**config.mk**
```make
export PLATFORM = sky130hd
export DESIGN_NAME = vic_csr_unit
export DESIGN_NICKNAME = d
export VERILOG_FILES = /design/src/rtl/vic_csr_pkg.sv /design/src/rtl/vic_csr_ctrl.sv /design/src/rtl/vic_csr_dpath.sv /design/src/rtl/vic_csr_unit.sv
export SDC_FILE = /design/constraint.sdc
export NUM_CORES = 1
export LEC_CHECK = 0
export BUFFER_PORTS_ARGS = -buffer_cell sky130_fd_sc_hd__buf_4
export CAP_MARGIN = 15
export CORE_MARGIN = 4
export CORE_UTILIZATION = 50
export CTS_CLUSTER_DIAMETER = 60
export DETAILED_ROUTE_END_ITERATION = 12
export PLACE_DENSITY = 0.81
export SYNTH_ARGS = -nofsm -noshare
export SYNTH_HDL_FRONTEND = slang
export SYNTH_SLANG_ARGS = --single-unit
```
**constraint.sdc**
```tcl
create_clock -name clk -period 6.4 [get_ports clk]
set_input_delay 1.28 -clock clk [delete_from_list [all_inputs] [get_ports clk]]
set_output_delay 1.28 -clock clk [all_outputs]
set_load 0.03 [all_outputs]
```
**src/rtl/vic_csr_pkg.sv**
```systemverilog
package vic_csr_pkg;
  localparam int XLEN  = 32;
  localparam int LVL_W = 8;

  localparam logic [11:0] ADDR_STATUS = 12'h300;
  localparam logic [11:0] ADDR_IE     = 12'h304;
  localparam logic [11:0] ADDR_TVEC   = 12'h305;
  localparam logic [11:0] ADDR_EPC    = 12'h341;
  localparam logic [11:0] ADDR_CAUSE  = 12'h342;
  localparam logic [11:0] ADDR_IP     = 12'h344;
  localparam logic [11:0] ADDR_NEXT   = 12'h345;
  localparam logic [11:0] ADDR_THRESH = 12'h347;
  localparam logic [11:0] ADDR_LVL    = 12'hFB1;
  localparam logic [11:0] ADDR_ULVL   = 12'hCB1;

  localparam logic [1:0] MODE_BASIC = 2'b00;
  localparam logic [1:0] MODE_VEC   = 2'b11;

  typedef struct packed {
    logic wrTvec;
    logic wrIe;
    logic wrIp;
    logic wrStatus;
    logic wrEpc;
    logic wrCause;
    logic wrThresh;
    logic trapFire;
    logic retFire;
    logic nxtHit;
    logic nxtFire;
  } csrStrobe_t;
endpackage

```
**src/rtl/vic_csr_ctrl.sv**
```systemverilog
module vic_csr_ctrl
  import vic_csr_pkg::*;
#(
  parameter int ID_W = 8
) (
  input  logic [11:0]      csrAddr,
  input  logic             csrWrEn,
  input  logic             csrRdEn,
  input  logic             trapEn,
  input  logic             retEn,
  input  logic             bestValid,
  input  logic [LVL_W-1:0] bestLevel,
  input  logic [ID_W-1:0]  bestId,
  input  logic             modeActive,
  input  logic [LVL_W-1:0] prevLevel,
  input  logic [LVL_W-1:0] threshLevel,
  output csrStrobe_t       strb,
  output logic             ackValid,
  output logic [ID_W-1:0]  ackId
);
  logic quiet;
  logic wrSel;

  always_comb begin
    // entry and return own the cycle; software accesses wait
    quiet = !trapEn && !retEn;
    wrSel = csrWrEn && quiet;

    strb          = '0;
    strb.wrTvec   = wrSel && (csrAddr == ADDR_TVEC);
    strb.wrIe     = wrSel && (csrAddr == ADDR_IE) && !modeActive;
    strb.wrIp     = wrSel && (csrAddr == ADDR_IP) && !modeActive;
    strb.wrStatus = wrSel && (csrAddr == ADDR_STATUS);
    strb.wrEpc    = wrSel && (csrAddr == ADDR_EPC);
    strb.wrCause  = wrSel && (csrAddr == ADDR_CAUSE);
    strb.wrThresh = wrSel && (csrAddr == ADDR_THRESH);
    strb.trapFire = trapEn;
    strb.retFire  = retEn && !trapEn;
    strb.nxtHit   = modeActive && bestValid &&
                    (bestLevel > prevLevel) && (bestLevel > threshLevel);
    strb.nxtFire  = csrRdEn && quiet && (csrAddr == ADDR_NEXT) && strb.nxtHit;

    ackValid = strb.nxtFire;
    ackId    = strb.nxtFire ? bestId : '0;
  end
endmodule

```
**src/rtl/vic_csr_dpath.sv**
```systemverilog
module vic_csr_dpath
  import vic_csr_pkg::*;
#(
  parameter int ID_W = 8
) (
  input  logic             clk,
  input  logic             rstN,
  input  csrStrobe_t       strb,
  input  logic [11:0]      csrAddr,
  input  logic [XLEN-1:0]  csrWData,
  input  logic [LVL_W-1:0] trapLevel,
  input  logic [ID_W-1:0]  trapId,
  input  logic [XLEN-1:0]  trapPc,
  input  logic [LVL_W-1:0] bestLevel,
  input  logic [ID_W-1:0]  bestId,
  output logic [XLEN-1:0]  csrRData,
  output logic             modeActive,
  output logic [LVL_W-1:0] curLevel,
  output logic [LVL_W-1:0] prevLevel,
  output logic [LVL_W-1:0] threshLevel,
  output logic [XLEN-1:0]  epcOut
);
  localparam int BASE_LSB = 6;
  localparam int ID_PAD   = 16 - ID_W;
  localparam int OFS_PAD  = XLEN - ID_W - 2;

  logic [XLEN-1:BASE_LSB] tvecBase;
  logic [1:0]             tvecMode;
  logic [XLEN-1:0]        legacyQ [2];
  logic                   mieQ, mpieQ;
  logic [XLEN-1:0]        epcQ;
  logic                   causeIrq;
  logic [LVL_W-1:0]       causePil;
  logic [ID_W-1:0]        causeId;
  logic [LVL_W-1:0]       levelQ;
  logic [LVL_W-1:0]       threshQ;

  // trap-vector register; mode field keeps only supported encodings
  always_ff @(posedge clk or negedge rstN) begin
    if (!rstN) begin
      tvecBase <= '0;
      tvecMode <= MODE_BASIC;
    end else if (strb.wrTvec) begin
      tvecBase <= csrWData[XLEN-1:BASE_LSB];
      if (csrWData[1:0] == MODE_BASIC || csrWData[1:0] == MODE_VEC)
        tvecMode <= csrWData[1:0];
    end
  end

  // legacy enable (0) and pending (1) stores share one shape
  for (genvar g = 0; g < 2; g++) begin : gLegacy
    logic wrThis;
    assign wrThis = (g == 0) ? strb.wrIe : strb.wrIp;
    always_ff @(posedge clk or negedge rstN) begin
      if (!rstN)       legacyQ[g] <= '0;
      else if (wrThis) legacyQ[g] <= csrWData;
    end
  end

  always_ff @(posedge clk or negedge rstN) begin
    if (!rstN) begin
      mieQ  <= 1'b0;
      mpieQ <= 1'b0;
    end else if (strb.trapFire) begin
      mpieQ <= mieQ;
      mieQ  <= 1'b0;
    end else if (strb.retFire) begin
      mieQ  <= mpieQ;
      mpieQ <= 1'b1;
    end else if (strb.wrStatus) begin
      mieQ  <= csrWData[3];
      mpieQ <= csrWData[7];
    end
  end

  always_ff @(posedge clk or negedge rstN) begin
    if (!rstN)              epcQ <= '0;
    else if (strb.trapFire) epcQ <= trapPc & ~XLEN'(1);
    else if (strb.wrEpc)    epcQ <= csrWData & ~XLEN'(1);
  end

  always_ff @(posedge clk or negedge rstN) begin
    if (!rstN) begin
      causeIrq <= 1'b0;
      causePil <= '0;
      causeId  <= '0;
    end else if (strb.trapFire) begin
      causeIrq <= 1'b1;
      causePil <= levelQ;
      causeId  <= trapId;
    end else if (strb.nxtFire) begin
      causeId  <= bestId;
    end else if (strb.wrCause) begin
      causeIrq <= csrWData[31];
      causePil <= csrWData[23:16];
      causeId  <= csrWData[ID_W-1:0];
    end
  end

  always_ff @(posedge clk or negedge rstN) begin
    if (!rstN)              levelQ <= '0;
    else if (strb.trapFire) levelQ <= trapLevel;
    else if (strb.retFire)  levelQ <= causePil;
    else if (strb.nxtFire)  levelQ <= bestLevel;
  end

  always_ff @(posedge clk or negedge rstN) begin
    if (!rstN)              threshQ <= '0;
    else if (strb.wrThresh) threshQ <= csrWData[LVL_W-1:0];
  end

  logic [XLEN-1:0] nxtValue;
  logic [XLEN-1:0] lvlWord;

  always_comb begin
    nxtValue = strb.nxtHit
             ? ({tvecBase, {BASE_LSB{1'b0}}} + {{OFS_PAD{1'b0}}, bestId, 2'b00})
             : '0;
    lvlWord  = {levelQ, 24'h0};
    unique case (csrAddr)
      ADDR_TVEC:   csrRData = {tvecBase, 4'h0, tvecMode};
      ADDR_IE:     csrRData = modeActive ? '0 : legacyQ[0];
      ADDR_IP:     csrRData = modeActive ? '0 : legacyQ[1];
      ADDR_STATUS: csrRData = {19'h0, 2'b11, 3'h0, mpieQ, 3'h0, mieQ, 3'h0};
      ADDR_EPC:    csrRData = epcQ;
      ADDR_CAUSE:  csrRData = {causeIrq, 7'h0, causePil, {ID_PAD{1'b0}}, causeId};
      ADDR_NEXT:   csrRData = nxtValue;
      ADDR_THRESH: csrRData = {24'h0, threshQ};
      ADDR_LVL:    csrRData = lvlWord;
      ADDR_ULVL:   csrRData = {24'h0, lvlWord[7:0]};
      default:     csrRData = '0;
    endcase
  end

  assign modeActive  = (tvecMode == MODE_VEC);
  assign curLevel    = levelQ;
  assign prevLevel   = causePil;
  assign threshLevel = threshQ;
  assign epcOut      = epcQ;
endmodule

```
**src/rtl/vic_csr_unit.sv**
```systemverilog
module vic_csr_unit
  import vic_csr_pkg::*;
#(
  parameter int ID_W = 8
) (
  input  logic              clk,
  input  logic              rstN,
  input  logic [11:0]       csrAddr,
  input  logic              csrWrEn,
  input  logic [31:0]       csrWData,
  input  logic              csrRdEn,
  output logic [31:0]       csrRData,
  input  logic              trapEn,
  input  logic [7:0]        trapLevel,
  input  logic [ID_W-1:0]   trapId,
  input  logic [31:0]       trapPc,
  input  logic              retEn,
  input  logic              bestValid,
  input  logic [7:0]        bestLevel,
  input  logic [ID_W-1:0]   bestId,
  output logic              modeActive,
  output logic [31:0]       epcOut,
  output logic              ackValid,
  output logic [ID_W-1:0]   ackId
);
  csrStrobe_t       strb;
  logic [LVL_W-1:0] curLevel;
  logic [LVL_W-1:0] prevLevel;
  logic [LVL_W-1:0] threshLevel;

  vic_csr_ctrl #(.ID_W(ID_W)) u_ctrl (
    .csrAddr(csrAddr), .csrWrEn(csrWrEn), .csrRdEn(csrRdEn),
    .trapEn(trapEn), .retEn(retEn),
    .bestValid(bestValid), .bestLevel(bestLevel), .bestId(bestId),
    .modeActive(modeActive), .prevLevel(prevLevel), .threshLevel(threshLevel),
    .strb(strb), .ackValid(ackValid), .ackId(ackId)
  );

  vic_csr_dpath #(.ID_W(ID_W)) u_dpath (
    .clk(clk), .rstN(rstN), .strb(strb), .csrAddr(csrAddr), .csrWData(csrWData),
    .trapLevel(trapLevel), .trapId(trapId), .trapPc(trapPc),
    .bestLevel(bestLevel), .bestId(bestId), .csrRData(csrRData),
    .modeActive(modeActive), .curLevel(curLevel), .prevLevel(prevLevel),
    .threshLevel(threshLevel), .epcOut(epcOut)
  );
endmodule

```
# Word level (Yosys, flattened, before mapping)
# Index checks and enable logic that the tools add are counted.
[word_totals]
wordCells = 82
ff_bits = 159
inputBits = 115
output_inout_bits = 74
[op_classes]
n_lt_le_gt_ge = 2
n_mux = 25
addsub = 1
n_reduce_logical = 30
n_eq_ne = 12
[ops]
columns = ["operator", "n"]
rows = [
  ["case mux 32 bit (9 select lines)", 1],
  ["2-to-1 mux 32 bit", 5],
  ["equality test 12 x 10 -> 1 bit (second input constant)", 8],
  ["2-to-1 mux 8 bit", 10],
  ["adder 32 x 10 -> 32 bit", 1],
  ["logical AND 1 bit", 18],
  ["> comparator 8 bit", 2],
  ["equality test 12 bit (second input constant)", 1],
  ["2-to-1 mux 1 bit", 9],
  ["nonzero test 3 bit", 3],
  ["equality test 2 bit (second input constant)", 2],
  ["AND reduction 2 bit", 2],
  ["nonzero test 2 bit", 2],
  ["logical NOT 1 bit", 3],
  ["logical NOT 2 bit", 1],
  ["!= test 2 bit (second input constant)", 1],
  ["logical OR 1 bit", 1],
]

# Longest topological paths before layout
# Gate-level depths: netlist (run 1).
[logic_depth]
word_depth = 8
depth_mapped = 9
depth_no_buf = 8

# Cells and area by module
# Synthesis (run 1) repeated with hierarchy kept, for this count alone.
[hier_totals]
cells_unflattened = 878
area_unflattened_um2 = 9078.7
[modules_own_cells]
columns = ["module", "cells_each", "n_inst", "area_each_um2", "seq_area_each_um2"]
rows = [
  ["vic_csr_dpath", 784, 1, 8423.1, 3953.8],
  ["vic_csr_ctrl", 94, 1, 655.6, 0.0],
]

# Worst setup path after synthesis (run 1)
# OpenSTA, ideal clock, no wires.
[synth_timing]
path_kind = "input to output"
from = "in bestId[4]"
to = "out csrRData[18]"
setup_slack_ns = 1.639
path_buffers = 1
arrival_time_ns = 3.481
t_required_ns = 5.120
stages = 9
cell_sequence = "ha_1 -> fa_1 -> a21o_1 -> a21oi_1 -> nor2b_1 -> clkbuf_1 -> nand4_1 -> xor2_1 -> o21ai_0"
[synth_via]
elab_chain_cells = 3
[synth_lines]
columns = ["element", "line", "text"]
rows = [
  ["start, declared", "vic_csr_unit.sv:20", "input logic [ID_W-1:0] bestId,"],
  ["adder 32 x 10 -> 32 bit", "vic_csr_dpath.sv:117", "? ({tvecBase, {BASE_LSB{1'b0}}} + {{OFS_PAD{1'b0}}, bestId, 2'b00})"],
  ["2-to-1 mux 32 bit", "vic_csr_dpath.sv:117", ""],
  ["case mux 32 bit (9 select lines)", "vic_csr_dpath.sv:120", "unique case (csrAddr)"],
  ["end, declared", "vic_csr_unit.sv:12", "output logic [31:0] csrRData,"],
]
# No other way between the ends.

# Worst setup path in the final report (run 1)
[layout_timing]
from = "in csrAddr[4]"
to = "out csrRData[18]"
[layout_via]
elab_chain_cells = 2
word_cells_on_any_way = 10
cone_classes = "eq/ne: 9; mux: 1"
[layout_lines]
columns = ["element", "line", "text"]
rows = [
  ["start, declared", "vic_csr_unit.sv:8", "input logic [11:0] csrAddr,"],
  ["equality test 12 bit / equality test 12 x 10 -> 1 bit (equally long branches)", "vic_csr_dpath.sv:120", ""],
  ["case mux 32 bit (9 select lines) *", "vic_csr_dpath.sv:120", ""],
]
# Mark *: on every way between the ends. The rest lies on a longest branch, timed or not.

==> reports/qor.yml, run 1 <==
status:
  outcome: "completed"
timing:
  rsz0062_at_grt: "no"
  slew_headroom_pct: 28.7
  setup_violations: 0
  tightest_slew_ns: 1.07
  fmax_mhz: 192
  slew_viol_final: 0
  period_minus_slack_ns: 5.22
  fin_tns_setup_ns: 0
  period_share_pct: 81.5
  hold_violations: 0
  skew_ns: 0.0106
flow_run:
  drv_cap: 0
drt:
  ant_nets: 0
  wl_per_cell_um: 21.2
  first_iter_violations: 828
  avgViaCountPerCell: 6.18
  drc: 0
  routed_wirelength_mm: 27.6
  firstDrtPassIters: 8
  route.vias.total: 8042
die:
  dieArea_um2: 20000
  pin_count: 189
  die_x_um: 141
  start_util_pct: 51.3
  rows: 48
  core_area_um2: 17400
  chipHeight_um: 141
synthesis:
  synth_edf_count: 0
  synth_area_leader_cell: "dfrtp_1"
  synthesis.nets: 1032
  synth_seq_cells: 158
  netlist_top_cells_area: "dfrtp_1 44%, mux2_2 11%, nand2_1 7.0%"
  synthFlopType: "dfrtp_1"
  syn_inst: 896
  ys_warn_count: 0
  ys_async_sr_fraction_pct: 100
  netlist_area_um2: 8910
  syn_area_per_cell_um2: 9.94
  synth_cell_types: 58
  synth_top_area_share_pct: 44.4
  seq_area_frac_synth_pct: 44.4
worst_setup_path:
  cp_max_fo: 27
  worst_setup_path_end_kind: "primary output"
  worstSetupStartpointType: "input pin"
  critical_path_class: "in -> out"
  critPathRequiredTime_ns: 5.12
  rrSetupSlack_ns: 3.81
  crit_arrival_ns: 3.94
finish:
  fillers: 1371
  antenna_cells: 0
  multi_input_area_um2: 4620
  nets: 1200
  area_growth_pct: 24.4
  drive_gt1_share_pct: 31.4
  final_util_pct: 63.8
  design_area_um2: 11100
  ff_latch_area_um2: 3950
hold_path:
  hold_path_class: "reg -> reg"
place:
  io_buffer_count: 186
  dpl-instance-area_um2: 10500
  dpl.hpwl_mm: 18.9
  gp_congestion: 0.899
clocking:
  path_clk_slew_ns: 0.06
  cts_max_level: 4
  postCtsSetupBuffers: 0
  holdBufCountCts: 0
  cts_buffers: 17
  cts_tree: "yes"
  cts_sinks: 158
  cts.path.max_buffers: 2
  cts-resized-gates: 0
  insertion_delay_ns: 0.43
  cts_root_buffer: "clkbuf_16"
global_routing:
  grt_pass1_vias: 7885
  grt_pass1_wl_mm: 42.5
  grt_max_degree: 103
  grt-ovfl-total: 0
  grt.total_usage_pct: 27.2
  antenna_found_initial: 0
power:
  static-leakage-power_nw: 5.53
  peakVddDrop_mv: 0.190
  p_per_area_nw_per_um2: 213
critical path: stages:
cell and delay [ns]:
buf_4 0.12, nor4b_1 0.56, nand2_1 0.23, nor4_2 0.57
buf_4 0.47, a222oi_1 0.15, o21a_1 0.16, o21ai_0 0.15
buf_4 0.23
synthesized netlist by cell type (10+ instances only):
master and n:
nand3_1 13, mux2i_1 52, nand4_1 12, dfrtp_1 158
a21oi_1 11, o221ai_1 10, xor2_1 13, nand2_1 165
nor3_1 11, mux2_2 86, ha_1 20, o21ai_0 83
a22oi_1 37, nor2_1 25, inv_1 29, a222oi_1 19
clkbuf_1 39
flip-flops by register name, summed over array words and instances, names as in the netlist:
register             flops
u_dpath.prevLevel        8
u_dpath.causeId          8
u_dpath.threshLevel      8
u_dpath.mpieQ            1
u_dpath.epcOut          31
u_dpath.legacyQ         64
u_dpath.tvecBase        26
u_dpath.mieQ             1
u_dpath.causeIrq         1
u_dpath.tvecMode         2
u_dpath.curLevel         8
placed cells by master (no fill, tap or decap), types with 3 or more instances in the layout:
cell / count
xnor2_1: 6
nor4_1: 4
nand3_1: 13
or3_1: 3
nor4_2: 4
nand2_1: 165
inv_6: 3
o21bai_1: 6
xor2_1: 13
or2_2: 3
clkinv_2: 4
and2_1: 5
o21a_1: 9
mux2_2: 86
dfrtp_1: 158
o221ai_1: 10
buf_4: 204
and3_1: 6
clkbuf_16: 17
a222oi_1: 19
a2111o_1: 3
a21o_1: 4
ha_1: 20
mux2i_1: 52
nor3_1: 11
a22oi_1: 37
nor2_1: 25
nand4_1: 12
o21ai_0: 83
a211o_1: 5
clkinv_4: 3
a22o_1: 4
a221oi_1: 5
a21oi_1: 11
inv_1: 29
worst paths after layout:
| check | startpoint | to | cells past startpoint |
|---|---|---|---|
| min in group asynchronous | rstN | u_dpath.causeId[2]$_DFFE_PN0P_ | 1 |
| setup reg to reg | u_dpath.prevLevel[3]$_DFFE_PN0P_ | u_dpath.causeId[5]$_DFFE_PN0P_ | 8 |
| max in group asynchronous | rstN | u_dpath.legacyQ[29]$_DFFE_PN0P_ | 2 |
| hold reg to reg | u_dpath.legacyQ[14]$_DFFE_PN0P_ | u_dpath.legacyQ[14]$_DFFE_PN0P_ | 1 |
| hold / removal | u_dpath.legacyQ[14]$_DFFE_PN0P_ | u_dpath.legacyQ[14]$_DFFE_PN0P_ | 1 |
| setup / recovery | csrAddr[4] | csrRData[18] | 9 |
layer usage:
metal | share of wire [%] | routed length, um | global-route usage [%]
met4 | 3.5 | 955 | 10.9
met1 | 41 | 11300 | 36.2
met3 | 8.3 | 2300 | 5.56
met5 | 0 | 0 | 0
met2 | 47 | 13100 | 43.8
through the flow:
stage	worst slack (ns)	power [W]	std cells	hold WS [ns]
after floorplan	1.64	0.00122	896	0.451
after global placement	1.26	0.00137	1270	0.465
after detailed placement	1.27	0.00138	1270	0.478
after CTS	1.25	0.00237	1302	0.493
after global routing	1.09	0.00245	1302	0.513
final	1.18	0.00236	1302	0.489
power breakdown:
part	switching [W]	internal, W	leakage, nW	total (W)
registers	0.0000450	0.00104	2.05	0.00108
logic	0.000160	0.000124	3.19	0.000283
clock network	0.000421	0.000577	0.282	0.000998
total	0.000626	0.00174	5.53	0.00236
final cells by class:
type                       count  share of cell area [%]
sequential                   158                    35.7
clock inverter                13                    1.26
multi-input combinational    653                    41.7
clock buffer                  19                    3.91
timing repair buffer         205                    13.9
tap                          225                    2.54
inverter                      29                   0.982
kinds of logic (layout without fill, tap and decap cells):
logic type / after synthesis / count (layout) / share of synthesized area [%]
DFF: 158 / 158 / 44.4
xor gates and xnor gates: 19 / 19 / 1.87
and+or+nand+nor: 267 / 267 / 13.9
adders and majority gates: 21 / 21 / 3.03
AOI/OAI and AO/OA: 205 / 205 / 15.8
buffers and inverters: 85 / 266 / 4.04
other: 1 / 1 / 0.0421
muxes: 140 / 140 / 17.0
Note: power is estimated with default switching activity, not from simulation.
==> run 2: changes to the inputs <==
- clock period: 6.4 -> 4.93 ns (I/O delays scaled with it)
==> reports/qor.yml, run 2 (synthesized netlist as in run 1, its figures left out) <==
die:
  chipHeight_um: 141  # unchanged
  dieArea_um2: 20000  # unchanged
  start_util_pct: 51.3  # unchanged
  die_x_um: 141  # unchanged
  rows: 48  # unchanged
  core_area_um2: 17400  # unchanged
  pin_count: 189  # unchanged
drt:
  routed_wirelength_mm: 27.4  # -0.71%
  avgViaCountPerCell: 6.13  # -0.81%
  wl_per_cell_um: 21.0  # -0.94%
  firstDrtPassIters: 5  # -3
  route.vias.total: 7995  # -0.58%
  ant_nets: 0  # unchanged
  first_iter_violations: 868  # +4.8%
  drc: 0  # unchanged
finish:
  nets: 1204  # +0.33%
  largest-register: "u_dpath.legacyQ"
  ff_latch_area_um2: 3950  # unchanged
  largest_reg_flops: 64  # unchanged
  fillers: 1395  # +1.8%
  drive_gt1_share_pct: 31.8  # +0.38 points
  multi_input_area_um2: 4620  # unchanged
  area_growth_pct: 25.2
  antenna_cells: 0  # unchanged
  final_util_pct: 64.3  # +0.43 points
  final_cell_mix: "206 x buf_4, 165 x nand2_1, 158 x dfrtp_1, 86 x mux2_2, 83 x o21ai_0"
  final_common_cell: "buf_4"
  fin_cells: 1305  # +0.23%
worst_setup_path:
  worst_setup_path_end_kind: "primary output"
  crit_arrival_ns: 3.33  # -0.61 ns
  cp_max_fo: 8  # -70%
  max_stage_delay_ns: 0.59  # +0.02 ns
  cpMostUsedCell: "buf_4"
  worstSetupStartpointType: "input pin"
  crit_buf_inv: 2  # -1
  cp_slowest_cell: "nor2b_1"
  crit_chain: "buf_4 > ha_1 > fa_1 > a21o_1 > a21oi_1 > nor2b_1 > nand4_1 > xor2_1 > o21ai_0 > buf_4"
  critPathRequiredTime_ns: 3.94  # -1.18 ns
  critPathTopFamily: "simple AND/OR/NAND/NOR gates"
  critical_path_class: "in -> out"
timing:
  fmax_mhz: 232
  slew_viol_final: 0  # unchanged
  rsz0062_at_grt: "no"
  hold_violations: 0  # unchanged
  slew_headroom_pct: 29.2  # +0.51 points
  period_minus_slack_ns: 4.31
  timing.hold.ws_ns: 0.490  # +0.000873 ns
  period_share_pct: 87.5
  skew_ns: 0.0106  # -0.0000139 ns
  tightest_slew_ns: 1.06  # -0.00762 ns
  setup_violations: 0  # unchanged
  fin_tns_setup_ns: 0  # unchanged
global_routing:
  grt-ovfl-total: 0  # unchanged
  grt_max_degree: 109  # +5.8%
  grt_pass1_vias: 7986  # +1.3%
  grt_pass1_wl_mm: 43.1  # +1.5%
  grt.total_usage_pct: 27.3  # +0.095 points
  antenna_found_initial: 0  # unchanged
clocking:
  postCtsSetupBuffers: 0  # unchanged
  cts_tree: "yes"
  cts_sinks: 158  # unchanged
  cts_max_level: 4  # unchanged
  path_clk_slew_ns: 0.07  # about the same
  cts-resized-gates: 0  # unchanged
  cts_root_buffer: "clkbuf_16"
  holdBufCountCts: 0  # unchanged
  cts.path.max_buffers: 2  # unchanged
  insertion_delay_ns: 0.43  # about the same
  cts_buffers: 17  # unchanged
place:
  dpl.hpwl_mm: 19.1  # +1.1%
  placed_cells: 1274  # +0.31%
  io_buffer_count: 186  # unchanged
  gp_congestion: 0.937  # +4.1%
power:
  p_per_area_nw_per_um2: 279  # +31%
  peakVddDrop_mv: 0.271  # +43%
  static-leakage-power_nw: 5.56  # +0.55%
flow_run:
  drv_cap: 0  # unchanged
hold_path:
  hold_path_class: "reg -> reg"
status:
  outcome: "completed"
## run 2: report_power, final
part | internal, W | switching (W)
Clock | 0.000768 | 0.000567
Sequential | 0.00135 | 0.0000568
Combinational | 0.000161 | 0.000209
Total | 0.00228 | 0.000833
## run 2: tightest hold or removal path: stages, from the launching register on
cell and delay, ns:
dfrtp_1 0.35, nand2_1 0.05, o21ai_0 0.06
## run 2: per-stage QoR
step	worst slack [ns]	total power [W]	cell area, um^2
detailed placement	0.700	0.00180	10600
floorplan	0.757	0.00158	8910
CTS	0.649	0.00311	11200
finish	0.616	0.00311	11200
global route	0.470	0.00321	11200
global placement	0.714	0.00178	10600
## run 2: final timing paths
| check | start | endpoint | slack [ns] | depth (start not counted) |
|---|---|---|---|---|
| setup / recovery | bestId[4] | csrRData[18] | 0.62 | 10 |
| hold / removal | u_dpath.causeIrq$_DFFE_PN0P_ | u_dpath.causeIrq$_DFFE_PN0P_ | 0.49 | 2 |
| setup reg to reg | u_dpath.tvecMode[1]$_DFFE_PN0P_ | u_dpath.causeId[4]$_DFFE_PN0P_ | 2.02 | 6 |
| hold reg to reg | u_dpath.causeIrq$_DFFE_PN0P_ | u_dpath.causeIrq$_DFFE_PN0P_ | 0.49 | 2 |
| max in group asynchronous | rstN | u_dpath.tvecBase[31]$_DFFE_PN0P_ | 3.19 | 2 |
| min in group asynchronous | rstN | u_dpath.epcOut[2]$_DFFE_PN0P_ | 0.64 | 1 |
## run 2: routing by layer
metal / up-vias / global-route usage, % / wire [um]
met4: 0 / 9.39 / 612
li1: 3611 / - / -
met3: 51 / 4.62 / 2450
met2: 427 / 44.6 / 13200
met5: - / 0 / 0
met1: 3906 / 37.0 / 11100
## run 2: layout make-up
class,count,share of cell area [%]
multi-input combinational,653,41.4
sequential,158,35.4
timing repair buffer,209,14.3
clock buffer,18,3.94
tap,225,2.52
clock inverter,13,1.38
inverter,29,0.976
